[src/rtl/bhc_pkg.sv]
package bhc_pkg;
  typedef enum logic {
    CMP_EQ = 1'b0,
    CMP_NE = 1'b1
  } cmp_kind_e;

  localparam int NUM_PATHS = 2;
  localparam int NUM_OPS   = 2;
endpackage

[src/rtl/bhc_fwd_sel.sv]
module bhc_fwd_sel #(
  parameter int XLEN = 32,
  parameter int RW   = 5
) (
  input  logic [RW-1:0]   src,
  input  logic [XLEN-1:0] rf_data,
  input  logic            mem_we,
  input  logic [RW-1:0]   mem_rd,
  input  logic [XLEN-1:0] mem_data,
  input  logic            wb_we,
  input  logic [RW-1:0]   wb_rd,
  input  logic [XLEN-1:0] wb_data,
  output logic [XLEN-1:0] value
);
  logic hit_mem, hit_wb;

  assign hit_mem = mem_we && (mem_rd != '0) && (mem_rd == src);
  assign hit_wb  = wb_we  && (wb_rd  != '0) && (wb_rd  == src);

  always_comb begin
    if (hit_mem)     value = mem_data;
    else if (hit_wb) value = wb_data;
    else             value = rf_data;
  end
endmodule

[src/rtl/bhc_cmp.sv]
module bhc_cmp
  import bhc_pkg::*;
#(
  parameter int XLEN = 32
) (
  input  cmp_kind_e       kind,
  input  logic [XLEN-1:0] op_a,
  input  logic [XLEN-1:0] op_b,
  output logic            taken
);
  logic same;

  assign same  = (op_a == op_b);
  assign taken = (kind == CMP_NE) ? !same : same;
endmodule

[src/rtl/bhc_lost_ctr.sv]
module bhc_lost_ctr #(
  parameter int CNTW = 32
) (
  input  logic            clk,
  input  logic            rst,
  input  logic [1:0]      add,
  output logic [CNTW-1:0] count
);
  always_ff @(posedge clk) begin
    if (rst) count <= '0;
    else     count <= count + CNTW'(add);
  end
endmodule

[src/rtl/bhc_branch_ctrl.sv]
module bhc_branch_ctrl
  import bhc_pkg::*;
#(
  parameter int XLEN = 32,
  parameter int RW   = 5,
  parameter int IMMW = 16,
  parameter int CNTW = 32
) (
  input  logic            clk,
  input  logic            rst,
  input  logic            id_valid,
  input  logic            id_is_branch,
  input  logic            id_bne,
  input  logic [RW-1:0]   id_rs,
  input  logic [RW-1:0]   id_rt,
  input  logic [XLEN-1:0] id_pc,
  input  logic [IMMW-1:0] id_imm,
  input  logic [XLEN-1:0] rf_rs_data,
  input  logic [XLEN-1:0] rf_rt_data,
  input  logic            ex_we,
  input  logic [RW-1:0]   ex_rd,
  input  logic            mem_we,
  input  logic [RW-1:0]   mem_rd,
  input  logic [XLEN-1:0] mem_data,
  input  logic            wb_we,
  input  logic [RW-1:0]   wb_rd,
  input  logic [XLEN-1:0] wb_data,
  output logic            pc_sel,
  output logic [XLEN-1:0] pc_target,
  output logic            flush_if,
  output logic            flush_id,
  output logic            dep_wait,
  output logic [CNTW-1:0] lost_cycles
);
  localparam int EXTW = XLEN - IMMW - 2;

  // Path 0 = branch in decode, path 1 = branch deferred into execute.
  logic            pend_valid;
  cmp_kind_e       pend_kind;
  logic [RW-1:0]   pend_rs, pend_rt;
  logic [XLEN-1:0] pend_rs_data, pend_rt_data, pend_target;

  logic [XLEN-1:0] id_target;
  logic            id_br, dep_hit, late_taken, id_live, early_taken;
  logic [1:0]      lost_add;

  logic [RW-1:0]   p_src  [NUM_PATHS][NUM_OPS];
  logic [XLEN-1:0] p_rf   [NUM_PATHS][NUM_OPS];
  logic [XLEN-1:0] p_val  [NUM_PATHS][NUM_OPS];
  cmp_kind_e       p_kind [NUM_PATHS];
  logic            p_taken[NUM_PATHS];

  assign id_target = id_pc + XLEN'(4) + {{EXTW{id_imm[IMMW-1]}}, id_imm, 2'b00};

  assign p_src[0][0] = id_rs;
  assign p_src[0][1] = id_rt;
  assign p_rf[0][0]  = rf_rs_data;
  assign p_rf[0][1]  = rf_rt_data;
  assign p_kind[0]   = id_bne ? CMP_NE : CMP_EQ;
  assign p_src[1][0] = pend_rs;
  assign p_src[1][1] = pend_rt;
  assign p_rf[1][0]  = pend_rs_data;
  assign p_rf[1][1]  = pend_rt_data;
  assign p_kind[1]   = pend_kind;

  for (genvar p = 0; p < NUM_PATHS; p++) begin : g_path
    for (genvar o = 0; o < NUM_OPS; o++) begin : g_op
      bhc_fwd_sel #(.XLEN(XLEN), .RW(RW)) u_fwd (
        .src      (p_src[p][o]),
        .rf_data  (p_rf[p][o]),
        .mem_we   (mem_we),
        .mem_rd   (mem_rd),
        .mem_data (mem_data),
        .wb_we    (wb_we),
        .wb_rd    (wb_rd),
        .wb_data  (wb_data),
        .value    (p_val[p][o])
      );
    end
    bhc_cmp #(.XLEN(XLEN)) u_cmp (
      .kind  (p_kind[p]),
      .op_a  (p_val[p][0]),
      .op_b  (p_val[p][1]),
      .taken (p_taken[p])
    );
  end

  assign id_br       = id_valid && id_is_branch;
  assign dep_hit     = ex_we && (ex_rd != '0) && ((ex_rd == id_rs) || (ex_rd == id_rt));
  assign late_taken  = pend_valid && p_taken[1];
  assign id_live     = id_br && !late_taken;
  assign dep_wait    = id_live && dep_hit;
  assign early_taken = id_live && !dep_hit && p_taken[0];

  assign pc_sel    = late_taken || early_taken;
  assign pc_target = late_taken ? pend_target : id_target;
  assign flush_if  = pc_sel;
  assign flush_id  = late_taken;
  assign lost_add  = late_taken ? 2'd2 : (early_taken ? 2'd1 : 2'd0);

  always_ff @(posedge clk) begin
    if (rst) begin
      pend_valid <= 1'b0;
    end else begin
      pend_valid <= dep_wait;
    end
  end

  always_ff @(posedge clk) begin
    if (dep_wait) begin
      pend_kind    <= p_kind[0];
      pend_rs      <= id_rs;
      pend_rt      <= id_rt;
      pend_rs_data <= rf_rs_data;
      pend_rt_data <= rf_rt_data;
      pend_target  <= id_target;
    end
  end

  bhc_lost_ctr #(.CNTW(CNTW)) u_ctr (
    .clk   (clk),
    .rst   (rst),
    .add   (lost_add),
    .count (lost_cycles)
  );
endmodule

[config.mk]
export PLATFORM = sky130hd
export DESIGN_NAME = bhc_branch_ctrl
export DESIGN_NICKNAME = d
export VERILOG_FILES = /design/src/rtl/bhc_pkg.sv /design/src/rtl/bhc_fwd_sel.sv /design/src/rtl/bhc_cmp.sv /design/src/rtl/bhc_lost_ctr.sv /design/src/rtl/bhc_branch_ctrl.sv
export SDC_FILE = /design/constraint.sdc
export NUM_CORES = 1
export LEC_CHECK = 0
export ABC_AREA = 1
export BUFFER_PORTS_ARGS = -buffer_cell sky130_fd_sc_hd__buf_2
export CORE_MARGIN = 2
export CORE_UTILIZATION = 43
export CTS_CLUSTER_SIZE = 40
export DETAILED_ROUTE_END_ITERATION = 6
export HOLD_SLACK_MARGIN = 0.12
export PLACE_DENSITY = 0.73
export RECOVER_POWER = 100
export SETUP_SLACK_MARGIN = 0.02
export SLEW_MARGIN = 20
export SYNTH_ARGS = -nofsm -noshare
export SYNTH_HDL_FRONTEND = slang
export SYNTH_SLANG_ARGS = --single-unit
[constraint.sdc]
create_clock -name clk -period 14.6 [get_ports clk]
set_input_delay 0.73 -clock clk [delete_from_list [all_inputs] [get_ports clk]]
set_output_delay 0.73 -clock clk [all_outputs]
set_load 0.05 [all_outputs]
==> impl_metrics.py, run 1 <==
metrics = {
    "run_status": {
        "status": "finished with violations",
        "violations": "max-capacitance violations, max-slew violations",
    },
    "worst_setup_path": {
        "crit_buf_inv": 3,
        "path_max_fanout": 58,
        "worst_r2r_endpoint": "u_ctr.count[25]",
        "cp_common_cell": "nand2_1",
        "crit_family": "simple AND/OR/NAND/NOR gates",
        "end_kind": "flip-flop",
        "slowest_delay_ps": 1570,
        "cp.arrival_ps": 9850,
        "start_kind": "flip-flop",
        "crit_required_ps": 14940,
        "r2r_slack_ps": 5090,
        "reg2reg_from": "pend_rs[0]",
        "critical_path_class": "flip-flop to flip-flop",
        "r2r.worst_path.cells": 34,
        "cpMaxStageDelayCell": "clkinvlp_2",
    },
    "power": {
        "comb_power_share_pct": 31.7,
        "ir_worst_vdd_uv": 93.79,
        "power_frac_seq_pct": 34.8,
        "p_leak_nw": 7.907,
        "power_frac_clock_pct": 33.6,
        "swShare_pct": 38.68,
        "p_per_area_mw_per_mm2": 81.46,
        "power.switching_uw": 489.8,
        "internal_power_uw": 776.4,
    },
    "min_path": {
        "min_delay_worst_endpoint": "pend_rs_data[22]",
        "hold_start": "rf_rs_data[22]",
        "hold_depth": 1,
        "hp-class": "input pin to flip-flop",
    },
    "placed_design": {
        "portBuffers": 276,
        "place_ws_ps": 7345,
        "dp_hpwl_mm": 33.03,
        "dpl.cell_count": 2844,
        "gp_congestion": 0.9550,
    },
    "synthesis": {
        "synth_edf_count": 107,
        "synth_top_area_share_pct": 28.10,
        "syn_nets": 2519,
        "synth-simple-area-share_pct": 46.32,
        "ys_seq_area_share_pct": 28.40,
        "synthXorXnorAreaFrac_pct": 4.366,
        "synth-seq-cells": 140,
        "synth_compound_area_share_pct": 5.889,
        "synth_mux_area_share_pct": 0,
        "synth_area_sq_mm": 0.01364,
        "async_reset_ff_share_pct": 0,
        "synth.area.top_cells": "nand2_1 28%, edfxtp_1 24%, nand3_1 12%, inv_1 5.5%, ha_1 5.4%",
        "yosysTopAreaCell": "nand2_1",
        "syn_area_per_cell_sq_um": 6.065,
        "synth-adder-area-share_pct": 5.705,
        "yosys_most_used_dff": "edfxtp_1",
        "yosysUniqueCellTypes": 45,
        "synth_top_family_by_area": "simple AND/OR/NAND/NOR gates",
        "yosys_warnings": 0,
        "syn_inst": 2249,
    },
    "detailed_routing": {
        "vias": 15700,
        "postRouteWirelength_mm": 47.67,
        "post_drt_wl_per_cell_microns": 16.55,
        "firstDrtPassIters": 7,
        "drc": 0,
        "viasPerCell": 5.451,
        "drt-initial-drc-count": 1545,
        "postRouteAntennaNets": 0,
    },
    "sta": {
        "tns_ps": 0,
        "skew_ps": 14.35,
        "fmax_ghz": 0.1052,
        "drv_slew": 154,
        "tightest_slew_ps": 1952,
        "finalSetupViolations": 0,
        "rsz0062_at_grt": "no",
        "hold_violations": 0,
        "period_needed_ps": 9506,
        "min_period_over_period_pct": 65.11,
        "layout_setup_ws_ps": 5094,
        "relSlewSlack_pct": -30.13,
    },
    "final_layout": {
        "fin_nets": 2731,
        "syn_to_final_growth_pct": 13.95,
        "final_layout_size_suffix_gt1_share_pct": 8.529,
        "fin_util_pct": 49.51,
        "fin_cells": 2880,
    },
    "run": {
        "max_cap_viol_count": 4,
    },
    "floorplan": {
        "rows": 65,
        "fp.dieW_microns": 182.1,
        "initial_core_util_pct": 43.45,
        "core_area_sq_mm": 0.03139,
        "dieHeight_microns": 182.1,
        "die_area_sq_mm": 0.03316,
        "io_pins": 277,
    },
    "clock_tree": {
        "cts_root_buf": "clkbuf_16",
        "cts_resized": 0,
        "numCtsBuffers": 17,
        "hold_buffers": 0,
        "clk_latency_ps": 450,
        "cts_setup_buffers": 0,
        "cts_sinks": 140,
        "path_clk_slew_ps": 70,
        "cts_tree": "done",
        "clk_path_buf_depth": 2,
        "htreeDepth": 4,
    },
    "grt": {
        "grt_max_degree": 69,
        "grt_pass1_vias": 14550,
        "track_usage_pct": 28.43,
        "antenna_found_initial": 14,
        "grt_pass1_wl_mm": 75.20,
        "overflow": 0,
    },
}
==> metrics by stage <==
step	hold WS [ps]	power (mW)	cell area [sq um]
after floorplan	619.9	0.7282	13640
after global placement	468.8	0.8492	15180
after detailed placement	473.6	0.8530	15180
after CTS	455.6	1.276	15730
after global routing	459.7	1.324	15530
final	469.1	1.266	15540
==> layer usage <==
metal / vias to the layer above / global-route usage (%) / share of wire (%)
met2: 876 / 47.31 / 46
li1: 7681 / - / -
met4: 20 / 9.742 / 2.8
met1: 7003 / 35.89 / 40
met3: 119 / 7.244 / 11
met5: - / 0 / 0.29
==> power groups by stage <==
stage	logic, mW	registers, mW	clock network (mW)
3_3_place_gp	0.400	0.449	0
6_report	0.401	0.440	0.425
3_5_place_dp	0.404	0.449	0
2_1_floorplan	0.279	0.449	0
4_1_cts	0.407	0.440	0.429
5_1_grt	0.440	0.440	0.444
==> worst max-delay path by stage <==
| stage | start | end | slack [ps] | depth (start not counted) |
|---|---|---|---|---|
| after floorplan | wb_rd[2] | dep_wait | 8980 | 18 |
| after CTS | pend_rs[0] | u_ctr.count[28] | 7810 | 36 |
| after detailed placement | mem_rd[3] | u_ctr.count[28] | 7340 | 39 |
| final | pend_rs[0] | u_ctr.count[25] | 5090 | 34 |
| after global routing | pend_rs[0] | u_ctr.count[25] | 4080 | 34 |
| after global placement | mem_rd[3] | u_ctr.count[30] | 7270 | 39 |
==> flip-flops by register name, summed over array words and instances, names as in the netlist <==
| register | flops |
|---|---|
| pend_rs | 5 |
| u_ctr.count | 32 |
| pend_rt_data | 32 |
| pend_rs_data | 32 |
| pend_kind | 1 |
| pend_target | 32 |
| pend_valid | 1 |
| pend_rt | 5 |
==> cells by family after synthesis <==
group | Yosys count
XOR/XNOR | 68
AO/OA/AOI/OAI | 150
flip-flops | 140
buffers and inverters | 308
AND/OR/NAND/NOR | 1522
adder cells (fa/ha/maj) | 61
==> area by class of cell <==
| class | count | area (sq um) |
|---|---|---|
| Fill cell | 3328 | 15850 |
| Clock inverter | 11 | 82.58 |
| Sequential cell | 140 | 3874 |
| Antenna cell | 4 | 10.01 |
| Multi-Input combinational cell | 1801 | 8497 |
| Timing Repair Buffer | 292 | 1329 |
| Tap cell | 402 | 503.0 |
| Clock buffer | 21 | 460.4 |
| Inverter | 209 | 788.3 |
==> cell usage after synthesis, drive strengths merged (6+ instances only) <==
cell type,instances
nand2,1025
nand3,332
inv,208
nor2,109
edfxtp,107
a21oi,73
buf,66
o21ai,60
ha,59
xor2,36
clkbuf,33
dfxtp,33
xnor2,32
nand4,25
nor3,18
nor4,6
==> worst reg2reg max path: cells and delay by family (launching register included) <==
kind / cells / cell delay [ps]
buffers and inverters: 3 / 3380
DFF: 1 / 480
and+or+nand+nor: 28 / 4500
adders and majority gates: 1 / 760
xor gates and xnor gates: 1 / 180
AOI/OAI and AO/OA: 1 / 110
==> layout by cell type (no fill, tap or decap), types with 2 or more instances in the layout <==
cell type   instances
a21o_1              5
inv_4               2
nor3_1             18
clkbuf_16          17
dfxtp_1            33
inv_1             200
o21a_1              2
nor2_2              2
nand3b_1            3
nand3_2             3
o21ai_1            11
nand2_2             6
xor2_1             36
o2111ai_1           2
clkinv_2            2
inv_6               4
nand2_1          1019
fa_1                2
buf_4              15
nor2_4              3
a21oi_1            71
inv_2               6
nand3_1           329
clkinvlp_2          2
buf_2             141
ha_1               59
nor4_1              6
nand4_1            25
o21ai_0            49
edfxtp_1          107
clkbuf_8            2
clkbuf_1          138
o221ai_1            2
xnor2_1            32
nor2_1            104
clkinv_4            3
and3_1              2
diode_2             4
Note: power is estimated with default switching activity, not from simulation.
==> run 2: changes to the inputs <==
PLACE_DENSITY = 0.75   (was 0.73)
clock period = 8.4 ns   (was 14.6 ns; I/O delays follow)
==> run 2 against run 1 <==
  * Sequential cell count is the same
  * The flow finishes with violations (design-rule violations, max-capacitance violations, max-slew violations)
  * Clock skew decreased by 0.78 ps
  * Via count decreased by 0.42%
  * Critical endpoint is now u_ctr.count[30]
  * Sequential share of layout area is 0.14 points lower
  * Critical path type unchanged
  * Global-route usage fell by 0.12 points
==> impl_metrics.py, run 2 (same netlist as run 1, synthesis figures left out) <==
metrics = {
    "detailed_routing": {
        "wl_met1_mm": 18.99,
        "post_drt_wl_per_cell_microns": 16.50,
        "drt-initial-drc-count": 1560,
        "postRouteAntennaNets": 0,
        "wl_met3_mm": 5.022,
        "routed.top_layer": "met5",
        "firstDrtPassIters": 7,
        "viasPerCell": 5.411,
        "drc": 2,
        "vias": 15630,
        "wl_met2_mm": 21.68,
        "postRouteWirelength_mm": 47.68,
    },
    "worst_setup_path": {
        "start_kind": "flip-flop",
        "crit_required_ps": 8790,
        "cp.arrival_ps": 7180,
        "r2r.worst_path.cells": 33,
        "cp_common_cell": "nand2_1",
        "crit_family": "simple AND/OR/NAND/NOR gates",
        "critical_path_class": "flip-flop to flip-flop",
        "crit_buf_inv": 2,
        "slowest_delay_ps": 910,
        "cpMaxStageDelayCell": "inv_2",
        "cp.depth": 33,
        "end_kind": "flip-flop",
        "path_max_fanout": 41,
    },
    "power": {
        "internal_power_mw": 1.373,
        "power_frac_seq_pct": 34.5,
        "comb_power_share_pct": 31.4,
        "ir_worst_vdd_uv": 149.9,
        "p_leak_nw": 7.962,
        "power.switching_uw": 846.7,
        "p_per_area_mw_per_mm2": 142.0,
        "swShare_pct": 38.15,
        "power_frac_clock_pct": 34.1,
    },
    "clock_tree": {
        "cts_root_buf": "clkbuf_16",
        "clk_latency_ps": 450,
        "cts_sinks": 140,
        "htreeDepth": 4,
        "cts_resized": 0,
        "path_clk_slew_ps": 70,
        "hold_buffers": 0,
        "cts_tree": "done",
        "clk_path_buf_depth": 2,
        "numCtsBuffers": 17,
        "cts_setup_buffers": 0,
    },
    "sta": {
        "hold_violations": 0,
        "tns_ps": 0,
        "whs_ps": 151.3,
        "relSlewSlack_pct": -0.06304,
        "period_needed_ps": 6788,
        "fmax_ghz": 0.1473,
        "drv_slew": 28,
        "finalSetupViolations": 0,
        "rsz0062_at_grt": "no",
        "layout_setup_ws_ps": 1612,
        "skew_ps": 13.57,
        "tightest_slew_ps": 1501,
        "min_period_over_period_pct": 80.81,
    },
    "run": {
        "max_cap_viol_count": 1,
    },
    "floorplan": {
        "dieHeight_microns": 182.1,
        "die_area_sq_mm": 0.03316,
        "rows": 65,
        "fp.dieW_microns": 182.1,
        "io_pins": 277,
        "initial_core_util_pct": 43.45,
        "core_area_sq_mm": 0.03139,
    },
    "run_status": {
        "status": "finished with violations",
        "violations": "design-rule violations, max-capacitance violations, max-slew violations",
    },
    "grt": {
        "grt_pass1_vias": 14680,
        "antenna_found_initial": 17,
        "grt_max_degree": 67,
        "overflow": 0,
        "track_usage_pct": 28.32,
        "grt_pass1_wl_mm": 74.98,
    },
    "placed_design": {
        "portBuffers": 276,
        "dpl_cell_area_sq_mm": 0.01520,
        "gp_congestion": 0.9568,
        "dp_hpwl_mm": 33.43,
        "place_ws_ps": 1703,
        "dpl.cell_count": 2846,
    },
    "final_layout": {
        "design_area_sq_mm": 0.01563,
        "syn_to_final_growth_pct": 14.59,
        "final_common_cell": "nand2_1",
        "nFillCells": 3249,
        "fin_cells": 2889,
        "fin_nets": 2734,
        "final_cell_mix": "1,019 x nand2_1, 329 x nand3_1, 198 x inv_1",
        "final_layout_size_suffix_gt1_share_pct": 9.003,
    },
    "min_path": {
        "hold_depth": 1,
        "hp-class": "input pin to flip-flop",
    },
}
run 2: changes by cell type in the layout (fill, tap and decap cells not counted), sizes merged:
cell,change
clkinvlp,-2
clkbuf,-7
diode,+6
buf,+11
inv,+2
clkinv,-1
run 2: cell type report:
| cell class | instances | area (sq um) | share of cell area (%) |
|---|---|---|---|
| flip-flops and latches | 140 | 3874 | 24.78 |
| clock buffers | 22 | 488.0 | 3.122 |
| clock inverters | 10 | 76.32 | 0.4883 |
| well taps | 402 | 503.0 | 3.218 |
| inverters | 209 | 789.5 | 5.051 |
| repair buffers | 295 | 1379 | 8.821 |
| multi-input cells | 1801 | 8497 | 54.36 |
| diodes | 10 | 25.02 | 0.1601 |
run 2: per-stage QoR:
| step | utilization (%) | total power [mW] |
|---|---|---|
| 2_1_floorplan | - | 1.266 |
| 3_3_place_gp | 48.41 | 1.475 |
| 3_5_place_dp | 48.41 | 1.481 |
| 4_1_cts | 50.21 | 2.236 |
| 5_1_grt | 49.76 | 2.318 |
| 6_report | 49.79 | 2.219 |
run 2: power by group through the flow:
stage | clock network [mW] | logic [mW] | registers [mW]
5_1_grt | 0.788 | 0.764 | 0.766
2_1_floorplan | 0 | 0.484 | 0.781
6_report | 0.756 | 0.698 | 0.766
3_3_place_gp | 0 | 0.694 | 0.780
3_5_place_dp | 0 | 0.701 | 0.780
4_1_cts | 0.765 | 0.706 | 0.765
run 2: per-layer routing:
| metal | global-route usage (%) | vias to the layer above |
|---|---|---|
| met5 | 0 | - |
| met4 | 12.48 | 14 |
| met3 | 6.685 | 159 |
| met2 | 47.02 | 851 |
| met1 | 35.09 | 6924 |
| li1 | - | 7685 |
run 2: worst paths after layout:
check                  startpoint              end  slack, ps
hold / removal      rf_rt_data[3]  pend_rt_data[3]        150
hold reg to reg   u_ctr.count[26]  u_ctr.count[26]        480
setup / recovery       pend_rt[0]  u_ctr.count[30]       1610
setup reg to reg       pend_rt[0]  u_ctr.count[30]       1610
